==> src/rtl/gate_scan_chain.sv <==
`timescale 1ns/1ps
module gate_scan_chain #(
  parameter int N_STAGES = 240
) (
  input  logic                clk,
  input  logic                rst_n,
  input  logic                dir,
  input  logic                oe_n,
  input  logic                cas_a_i,
  output logic                cas_a_o,
  output logic                cas_a_oe,
  input  logic                cas_b_i,
  output logic                cas_b_o,
  output logic                cas_b_oe,
  output logic [N_STAGES-1:0] gate_on
);
  localparam int LAST = N_STAGES - 1;

  logic [1:0]        rel;
  logic              run;
  logic [LAST:0]     stage;
  logic              tail;
  logic              cas_q;

  always_ff @(posedge clk or negedge rst_n)
    if (!rst_n) rel <= '0;
    else        rel <= {rel[0], 1'b1};

  assign run = rel[1];

  always_ff @(posedge clk or negedge rst_n)
    if (!rst_n)    stage <= '0;
    else if (!run) stage <= '0;
    else if (dir)  stage <= {stage[LAST-1:0], cas_a_i};
    else           stage <= {cas_b_i, stage[LAST:1]};

  assign tail = dir ? stage[LAST] : stage[0];

  always_ff @(negedge clk or negedge rst_n)
    if (!rst_n) cas_q <= 1'b0;
    else        cas_q <= run & tail;

  assign gate_on  = oe_n ? '0 : stage;
  assign cas_a_oe = ~dir;
  assign cas_b_oe = dir;
  assign cas_a_o  = ~dir & cas_q;
  assign cas_b_o  = dir & cas_q;
endmodule

==> config.mk <==
export PLATFORM = sky130hd
export DESIGN_NAME = gate_scan_chain
export DESIGN_NICKNAME = d
export VERILOG_FILES = /design/src/rtl/gate_scan_chain.sv
export SDC_FILE = /design/constraint.sdc
export NUM_CORES = 1
export LEC_CHECK = 0
export BUFFER_PORTS_ARGS = -buffer_cell sky130_fd_sc_hd__buf_2
export CAP_MARGIN = 20
export CORE_MARGIN = 5
export CORE_UTILIZATION = 50
export DETAILED_ROUTE_END_ITERATION = 6
export PLACE_DENSITY = 0.75
export SYNTH_ARGS = -nofsm -noshare
export SYNTH_HDL_FRONTEND = slang
export SYNTH_SLANG_ARGS = --single-unit
==> constraint.sdc <==
create_clock -name clk -period 1.4 [get_ports clk]
set_input_delay 0.07 -clock clk [delete_from_list [all_inputs] [get_ports clk]]
set_output_delay 0.07 -clock clk [all_outputs]
set_load 0.03 [all_outputs]
==> flow_summary_export.csv, run 1 <==
group,metric,value,unit
logic_synthesis,synth.avg_cell_area,11.4,um^2
timing,finalSetupTns,-1.32,ns
global_routing,grt_max_degree,121,
die,floorplan.initialDensity,51.0,%
clock_tree,cts_max_path_buffers,3,
run_status,outcome,"finished with violations",
logic_synthesis,yosysSeqAreaShare,50.7,%
timing,finalHoldViolCount,0,
logic_synthesis,synth_cell_types,12,
critical_path,crit_buf_inv,1,
die,fp.dieW,165,um
finish,nets,1292,
critical_path,rr_worst_depth,2,
detailed_routing,drtIter0Drc,412,
die,coreArea,23500,um^2
detailed_routing,drtAntennaViolNets,0,
finish,antenna_cells,0,
finish,nFillCells,1931,
die,dieHeight,165,um
finish,post-route-util,63.4,%
clock_tree,htree_levels,1,
logic_synthesis,yosysTopAreaCell,"dfrtp_1",
critical_path,path_class,"register to primary output",
min_path,min_from,"dir",
clock_tree,cts_num_sinks,243,
timing,layout_setup_ws,-0.623,ns
power_and_ir_drop,ir_drop,0.683,mV
power_and_ir_drop,p_leak,7.61,nW
placed_design,dp_worst_setup_slack,-0.114,ns
finish,drive_gt1_share,27.9,%
finish,fin_area,14900,um^2
global_routing,grt_pass1_vias,8035,
logic_synthesis,syn-num-nets,1056,
logic_synthesis,synth_flop_cell,"dfrtp_1",
clock_tree,cts_made_buffers,27,
logic_synthesis,ys_top_cells_by_count,"nor2b_1, dfrtp_1, mux2i_1",
logic_synthesis,yosysWarnings,0,
logic_synthesis,yosys-top-cells-area,"dfrtp_1, nor2b_1, mux2i_1, buf_6, clkbuf_1",
die,rows,56,
placed_design,port_buffers,249,
run_status,violations,"negative setup slack",
placed_design,dpl.cell_count,1562,
critical_path,r2r_start,"stage[239]",
die,dieArea,27200,um^2
logic_synthesis,synth.most_common_cell,"nor2b_1",
critical_path,startpoint,"cas_q",
placed_design,place_area,13600,um^2
critical_path,crit_fanout,2,
critical_path,setup.worst_path.start_class,"register",
clock_tree,cts_tree,"built",
placed_design,gp_congestion,0.763,
global_routing,grt_pass1_wl,42500,um
global_routing,grt_overflow,0,
timing,finalSetupViolations,4,
timing,max_slew_margin,54.0,%
min_path,hold_path_end,"stage[46]",
critical_path,crit_family,"flip-flops",
timing,holdWs,0.150,ns
critical_path,end_kind,"primary output",
detailed_routing,first_pass_iters,4,
placed_design,place_hpwl,17200,um
logic_synthesis,synthArstFlopShare,100,%
critical_path,r2r_slack,-0.08,ns
die,ios,250,
timing,rsz0062_at_grt,"true",
timing,finClkSkew,0.0113,ns
critical_path,cp_cell_sequence,"nor2b_4 > buf_6",
finish,final_cells,1625,
clock_tree,clk_latency,0.52,ns
finish,area_delta_synth_final,24.4,%
timing,tightest_slew,0.691,ns
logic_synthesis,synth_edf_count,0,
critical_path,cp_data_required_time,1.33,ns
global_routing,track_usage,19.0,%
critical_path,r2r-end,"cas_q",
logic_synthesis,synth.top_cell.area_share,50.5,%
power_and_ir_drop,p_total,15.0,mW
critical_path,slowest_stage,"dfrtn_1",
detailed_routing,vias,7918,
detailed_routing,wl_per_cell,16.3,um
power_and_ir_drop,power-per-cell-area,1010,nW/um^2
critical_path,slowest_delay,0.44,ns
min_path,hold_depth,4,
min_path,hp-class,"input port to register",
detailed_routing,wirelength,26500,um
flow_run,max-cap-violations,0,
logic_synthesis,syn_inst,1050,
critical_path,crit_arrival,1.95,ns
clock_tree,cts-root-buf,"clkbuf_16",
detailed_routing,remaining_drc_errors,0,
detailed_routing,via_per_inst,4.87,
timing,slew_viol_final,0,
logic_synthesis,ys_ff_latch,243,
logic_synthesis,netlist_area,12000,um^2
clock_tree,path_clk_slew,0.06,ns
global_routing,antenna_found_initial,0,
==> power breakdown <==
part	leakage (nW)	internal (mW)	total, mW	switching (mW)
logic	3.78	0.359	0.907	0.549
clock network	0.443	4.26	7.09	2.83
registers	3.39	7.03	7.04	0.00531
total	7.61	11.7	15.0	3.38
==> what timing repair did <==
action                                  4_1_cts  5_1_grt
hold buffers                                  4        0
endpoints found under the setup margin       28       74
buffers inserted                              0       10
endpoints found under the hold margin       245        0
gates resized for setup                      37      119
cloned                                        0        0
==> worst max-delay path by stage <==
stage	end	slack (ns)	cells after the start
finish	cas_a_o	-0.62	2
global route	cas_a_o	-0.67	2
CTS	cas_a_o	-0.63	2
detailed placement	cas_a_o	-0.11	2
global placement	cas_a_o	-0.11	2
floorplan	cas_q	-0.19	3
==> placed cells by master, fill, tap and decap left out, drive strengths merged <==
master	n
and2	1
buf	262
bufinv	1
clkbuf	64
clkinv	3
clkinvlp	2
conb	1
dfrtn	1
dfrtp	242
dlygate4sd3	4
inv	2
mux2i	241
nor2b	482
==> registers in the layout, summed over array words and instances (netlist names) <==
register and flops:
stage 240, rel 2, cas_q 1
==> cell families (layout without fill, tap and decap cells) <==
family,after synthesis,count (layout),share of synthesized area [%]
mux,241,241,20.1
buf+inv,82,338,3.99
simple gates,483,483,25.2
flops,243,243,50.7
other cells,1,1,0.0313
==> routing by layer <==
metal	global-route usage, %	part of all wire, %	vias to the layer above
met5	0	0	-
met4	4.91	2.0	0
met3	3.04	5.4	37
met2	29.8	46	206
met1	27.9	47	3827
li1	-	-	3848
==> worst reg2reg max path: cells and delay by family, from the launching register on <==
| kind | cells | cell delay [ns] |
|---|---|---|
| muxes | 1 | 0.17 |
| and+or+nand+nor | 1 | 0.07 |
| DFF | 1 | 0.39 |
==> layout make-up <==
class | count | area, um^2 | share of cell area (%)
Sequential cell | 243 | 6080 | 40.8
Multi-Input combinational cell | 725 | 5540 | 37.1
Timing Repair Buffer | 288 | 2000 | 13.4
Clock buffer | 42 | 832 | 5.57
Tap cell | 319 | 399 | 2.67
Clock inverter | 7 | 71.3 | 0.478
Inverter | 1 | 3.75 | 0.0251
No activity file was read; power rests on OpenSTA's default activity.
==> run 2: changes to the inputs <==
--- a/config.mk
+++ b/config.mk
@@ -11,6 +11,7 @@
 export CORE_UTILIZATION = 50
 export DETAILED_ROUTE_END_ITERATION = 6
 export PLACE_DENSITY = 0.75
+export RECOVER_POWER = 50
 export SYNTH_ARGS = -nofsm -noshare
 export SYNTH_HDL_FRONTEND = slang
 export SYNTH_SLANG_ARGS = --single-unit
==> constraint.sdc (replaced) <==
create_clock -name clk -period 2.15 [get_ports clk]
set_input_delay 0.1075 -clock clk [delete_from_list [all_inputs] [get_ports clk]]
set_output_delay 0.1075 -clock clk [all_outputs]
set_load 0.03 [all_outputs]
==> run 2 against run 1 <==
Compared with the run above: the flow finishes with violations (max-capacitance violations, max-slew violations, negative setup slack); cell count decreased by 1.4%; routed wire length fell by 3.9%; register-to-register slack gained 0.39 ns; clock power fell by 30%; worst hold slack improved by 0.091 ns; sequential power down 35%.
==> flow_summary_export.csv, run 2 (synthesized netlist as in run 1, its figures left out) <==
group,metric,value,unit
critical_path,crit_arrival,2.31,ns
die,dieHeight,165,um
min_path,hp-class,"input port to register",
critical_path,r2r_start,"rel[1]",
clock_tree,cts-root-buf,"clkbuf_16",
detailed_routing,remaining_drc_errors,0,
clock_tree,cts_setup_buffers,0,
critical_path,crit_fanout,2,
detailed_routing,vias,7836,
detailed_routing,wl_per_cell,15.9,um
finish,fin_area,14400,um^2
power_and_ir_drop,ir_drop,0.470,mV
clock_tree,cts_num_sinks,243,
finish,largest_register_ffs,240,
timing,finalSetupViolations,2,
finish,nets,1269,
global_routing,grt_overflow,0,
clock_tree,htree_levels,1,
global_routing,grt_pass1_wl,41600,um
global_routing,grt_max_degree,241,
finish,area_delta_synth_final,19.9,%
critical_path,cp_data_required_time,2.04,ns
clock_tree,clk_latency,0.51,ns
clock_tree,cts_made_buffers,27,
clock_tree,cts_tree,"built",
critical_path,r2r_slack,0.31,ns
finish,top_regs,"stage x240, rel x2, cas_q x1",
die,fp.dieW,165,um
global_routing,track_usage,18.5,%
detailed_routing,drtAntennaViolNets,0,
finish,final_common_cell,"nor2b_1",
finish,antenna_cells,0,
critical_path,crit_path_end,"cas_a_o",
timing,finClkSkew,0.00834,ns
detailed_routing,via_per_inst,4.89,
die,rows,56,
detailed_routing,wirelength,25500,um
die,floorplan.initialDensity,51.0,%
placed_design,place_area,13400,um^2
placed_design,place_hpwl,16100,um
power_and_ir_drop,p_leak,7.50,nW
critical_path,r2r-end,"cas_q",
finish,regMostFlops,"stage",
clock_tree,path_clk_slew,0.06,ns
detailed_routing,first_pass_iters,4,
global_routing,antenna_found_initial,0,
timing,tightest_slew,1.59,ns
global_routing,grt_pass1_vias,7881,
finish,drive_gt1_share,23.9,%
timing,holdWs,0.241,ns
run_status,outcome,"finished with violations",
timing,rsz0062_at_grt,"true",
placed_design,gp_congestion,0.763,
timing,finalHoldViolCount,0,
critical_path,rr_worst_depth,1,
flow_run,max-cap-violations,1,
clock_tree,cts_max_path_buffers,3,
power_and_ir_drop,power-per-cell-area,699,nW/um^2
critical_path,startpoint,"cas_q",
timing,max_slew_margin,-6.16,%
timing,slew_viol_final,32,
placed_design,port_buffers,249,
finish,final_cell_mix,"nor2b_1, buf_2, mux2i_1, dfrtp_1, clkbuf_16",
finish,nFillCells,1973,
timing,layout_setup_ws,-0.268,ns
run_status,violations,"max-capacitance violations, max-slew violations, negative setup slack",
detailed_routing,drtIter0Drc,465,
critical_path,setup.worst_path.start_class,"register",
die,dieArea,27200,um^2
critical_path,path_class,"register to primary output",
critical_path,end_kind,"primary output",
die,ios,250,
die,coreArea,23500,um^2
-- run 2: changes by cell type in the layout (fill, tap and decap cells not counted), sizes merged --
cell,before,now
clkinv,3,5
buf,262,260
inv,2,1
clkinvlp,2,0
clkbuf,64,41
bufinv,1,5
dlygate4sd3,4,3
-- run 2: layer usage --
metal	GRT usage (%)	wire, um	up-vias
met4	3.21	270	0
met5	0	0	-
li1	-	-	3808
met1	27.8	12100	3821
met3	3.92	1670	22
met2	28.1	11400	185
-- run 2: repair_timing --
item,4_1_cts,5_1_grt
setup endpoints to repair,2,2
pin swaps,0,0
resized for setup,3,3
hold endpoints to repair,207,0
hold buffers,3,0
-- run 2: critical path, stage by stage, from the launching register on --
cell and delay (ns):
dfrtn_1 0.42, nor2b_4 0.16, buf_6 0.14
-- run 2: cell type report --
| type | instances | area, um^2 | share of cell area [%] |
|---|---|---|---|
| tap | 319 | 399 | 2.77 |
| clock inverter | 10 | 179 | 1.24 |
| inverter | 1 | 3.75 | 0.0261 |
| multi-input combinational | 725 | 5450 | 37.8 |
| sequential | 243 | 6080 | 42.3 |
| clock buffer | 39 | 791 | 5.50 |
| timing repair buffer | 265 | 1490 | 10.3 |
-- run 2: worst min path at each step --
| stage | start | to | slack [ns] | cells after the start |
|---|---|---|---|---|
| after floorplan | rst_n | rel[0] | -0.19 | 0 |
| final | dir | stage[3] | 0.24 | 4 |
| after global routing | dir | stage[203] | 0.27 | 4 |
| after CTS | rst_n | stage[208] | 0.21 | 3 |
| after global placement | rst_n | stage[205] | 0.17 | 2 |
| after detailed placement | rst_n | stage[205] | 0.17 | 2 |
-- run 2: report_power, final --
part           total (mW)  internal, mW  switching [mW]
Sequential           4.58          4.58         0.00374
Combinational       0.539         0.200           0.339
Clock                4.94          3.14            1.80
-- run 2: stage by stage --
stage	total power [mW]	setup WS [ns]	cells	util, %	TNS [ns]
final	10.1	-0.268	1602	61.1	-0.515
after global routing	10.4	-0.319	1602	61.1	-10.44
after CTS	10.2	-0.303	1602	61.1	-0.568
after detailed placement	5.21	0.229	1550	56.8	0
after global placement	5.21	0.228	1550	56.8	0
after floorplan	5.06	0.132	1050	-	0
==> run 3: changes to the inputs <==
--- a/config.mk
+++ b/config.mk
@@ -9,6 +9,7 @@
 export CAP_MARGIN = 20
 export CORE_MARGIN = 5
 export CORE_UTILIZATION = 50
+export CTS_CLUSTER_DIAMETER = 40
 export DETAILED_ROUTE_END_ITERATION = 6
 export PLACE_DENSITY = 0.75
 export RECOVER_POWER = 50
==> constraint.sdc (replaced) <==
create_clock -name clk -period 2.15 [get_ports clk]
set_input_delay 0.1075 -clock clk [delete_from_list [all_inputs] [get_ports clk]]
set_output_delay 0.1075 -clock clk [all_outputs]
set_load 0.02 [all_outputs]
==> run 3 against run 2 <==
Compared with the run above: the run still ends with max-capacitance violations, max-slew violations, negative setup slack left; worst hold slack better by 0.0084 ns; first-iteration DRC count fell by 1.9%; clock skew up 0.0055 ns; sequential cell count unchanged; register-to-register slack about the same; clock-buffer cell count grew 8; cell count is 0.81% higher; critical path depth stayed put.
==> flow_summary_export.csv, run 3 (synthesized netlist as in run 1, its figures left out) <==
group,metric,value,unit
die,coreArea,23500,um^2
finish,antenna_cells,0,
die,fp.dieW,165,um
critical_path,path_class,"register to primary output",
critical_path,slowest_delay,0.40,ns
finish,nets,1278,
power_and_ir_drop,power-per-cell-area,761,nW/um^2
min_path,hp-class,"input port to register",
critical_path,crit_family,"flip-flops",
power_and_ir_drop,seq_power_share,41.6,%
critical_path,crit_buf_inv,1,
finish,final_cell_mix,"nor2b_1, mux2i_1, dfrtp_1",
finish,drive_gt1_share,15.4,%
finish,final_common_cell,"nor2b_1",
clock_tree,cts-root-buf,"clkbuf_16",
clock_tree,cts_num_sinks,243,
finish,top_regs,"stage x240, rel x2, cas_q x1",
detailed_routing,remaining_drc_errors,0,
finish,area_delta_synth_final,20.7,%
finish,post-route-util,61.5,%
timing,holdWs,0.249,ns
timing,finalSetupViolations,2,
die,rows,56,
detailed_routing,vias,7827,
global_routing,grt_pass1_vias,7993,
run_status,violations,"max-capacitance violations, max-slew violations, negative setup slack",
power_and_ir_drop,p_int,8.62,mW
placed_design,gp_congestion,0.769,
run_status,outcome,"finished with violations",
clock_tree,cts_tree,"built",
power_and_ir_drop,pwr-share-comb,4.8,%
critical_path,crit_arrival,2.28,ns
power_and_ir_drop,p_leak,7.10,nW
timing,max_slew_margin,-14.8,%
clock_tree,path_clk_slew,0.05,ns
detailed_routing,drtIter0Drc,456,
detailed_routing,via_per_inst,4.85,
timing,rsz0062_at_grt,"true",
clock_tree,cts_setup_buffers,0,
detailed_routing,first_pass_iters,4,
global_routing,antenna_found_initial,0,
detailed_routing,wl_per_cell,15.8,um
clock_tree,clk_latency,0.50,ns
critical_path,cp_data_required_time,2.04,ns
timing,tightest_slew,1.72,ns
power_and_ir_drop,ir_drop,0.613,mV
die,dieArea,27200,um^2
power_and_ir_drop,p_clk_share,53.6,%
critical_path,cp_cell_sequence,"nor2b_1 > buf_4",
global_routing,grt_overflow,0,
die,ios,250,
finish,fin_area,14500,um^2
critical_path,crit_fanout,2,
critical_path,slowest_stage,"dfrtn_1",
critical_path,setup.worst_path.start_class,"register",
finish,largest_register_ffs,240,
global_routing,grt_max_degree,241,
timing,layout_setup_ws,-0.236,ns
global_routing,grt_pass1_wl,41100,um
clock_tree,cts_made_buffers,36,
die,floorplan.initialDensity,51.0,%
detailed_routing,wirelength,25500,um
power_and_ir_drop,switching_share,21.7,%
timing,slew_viol_final,177,
detailed_routing,drtAntennaViolNets,0,
power_and_ir_drop,power.switching,2.40,mW
clock_tree,cts_max_path_buffers,3,
finish,regMostFlops,"stage",
flow_run,max-cap-violations,1,
placed_design,port_buffers,249,
global_routing,track_usage,18.4,%
timing,finalHoldViolCount,0,
timing,finClkSkew,0.0139,ns
die,dieHeight,165,um
clock_tree,htree_levels,2,
critical_path,end_kind,"primary output",
placed_design,place_area,13400,um^2
placed_design,place_hpwl,16200,um
-- run 3: area by class of cell --
type	count	area (um^2)
repair buffers	265	1340
clock inverters	15	200
multi-input cells	725	5440
clock buffers	47	1020
inverters	1	3.75
flip-flops and latches	243	6080
well taps	319	399
fillers	2040	9060
-- run 3: timing repair --
item / 4_1_cts / 5_1_grt
gates resized for setup: 3 / 0
endpoints found under the hold margin: 204 / 0
hold buffers: 3 / 0
endpoints found under the setup margin: 2 / 2
pin swaps: 0 / 0
-- run 3: per-stage QoR --
stage	setup TNS, ns	setup WS [ns]	std cells	power, mW
floorplan	0	0.173	1050	5.06
global placement	0	0.271	1550	5.21
detailed placement	0	0.294	1550	5.21
CTS	-0.447	-0.226	1615	11.2
global route	-11.63	-0.288	1615	11.4
finish	-0.442	-0.236	1615	11.0
-- run 3: per-layer routing --
| layer | up-vias | global-route usage (%) | part of all wire [%] |
|---|---|---|---|
| met4 | 0 | 5.18 | 1.8 |
| met1 | 3766 | 26.5 | 47 |
| met5 | - | 0 | 0 |
| met3 | 41 | 4.67 | 6.8 |
| li1 | 3825 | - | - |
| met2 | 195 | 27.6 | 44 |
-- run 3: power by group through the flow --
stage               logic (mW)  registers, mW  clock network (mW)
floorplan                0.390           4.67                   0
finish                   0.530           4.59                5.90
CTS                      0.547           4.59                6.02
global placement         0.541           4.67                   0
detailed placement       0.543           4.67                   0
global route             0.578           4.58                6.25
-- run 3: path summary, 6_finish.rpt --
check	from	endpoint	slack, ns	cells after the start
setup / recovery	cas_q	cas_a_o	-0.24	2
hold / removal	dir	stage[62]	0.25	4
setup reg to reg	rel[1]	cas_q	0.32	1
hold reg to reg	rel[0]	rel[1]	0.35	0
max in group asynchronous	rst_n	stage[31]	0.19	3
min in group asynchronous	rst_n	stage[234]	0.67	3
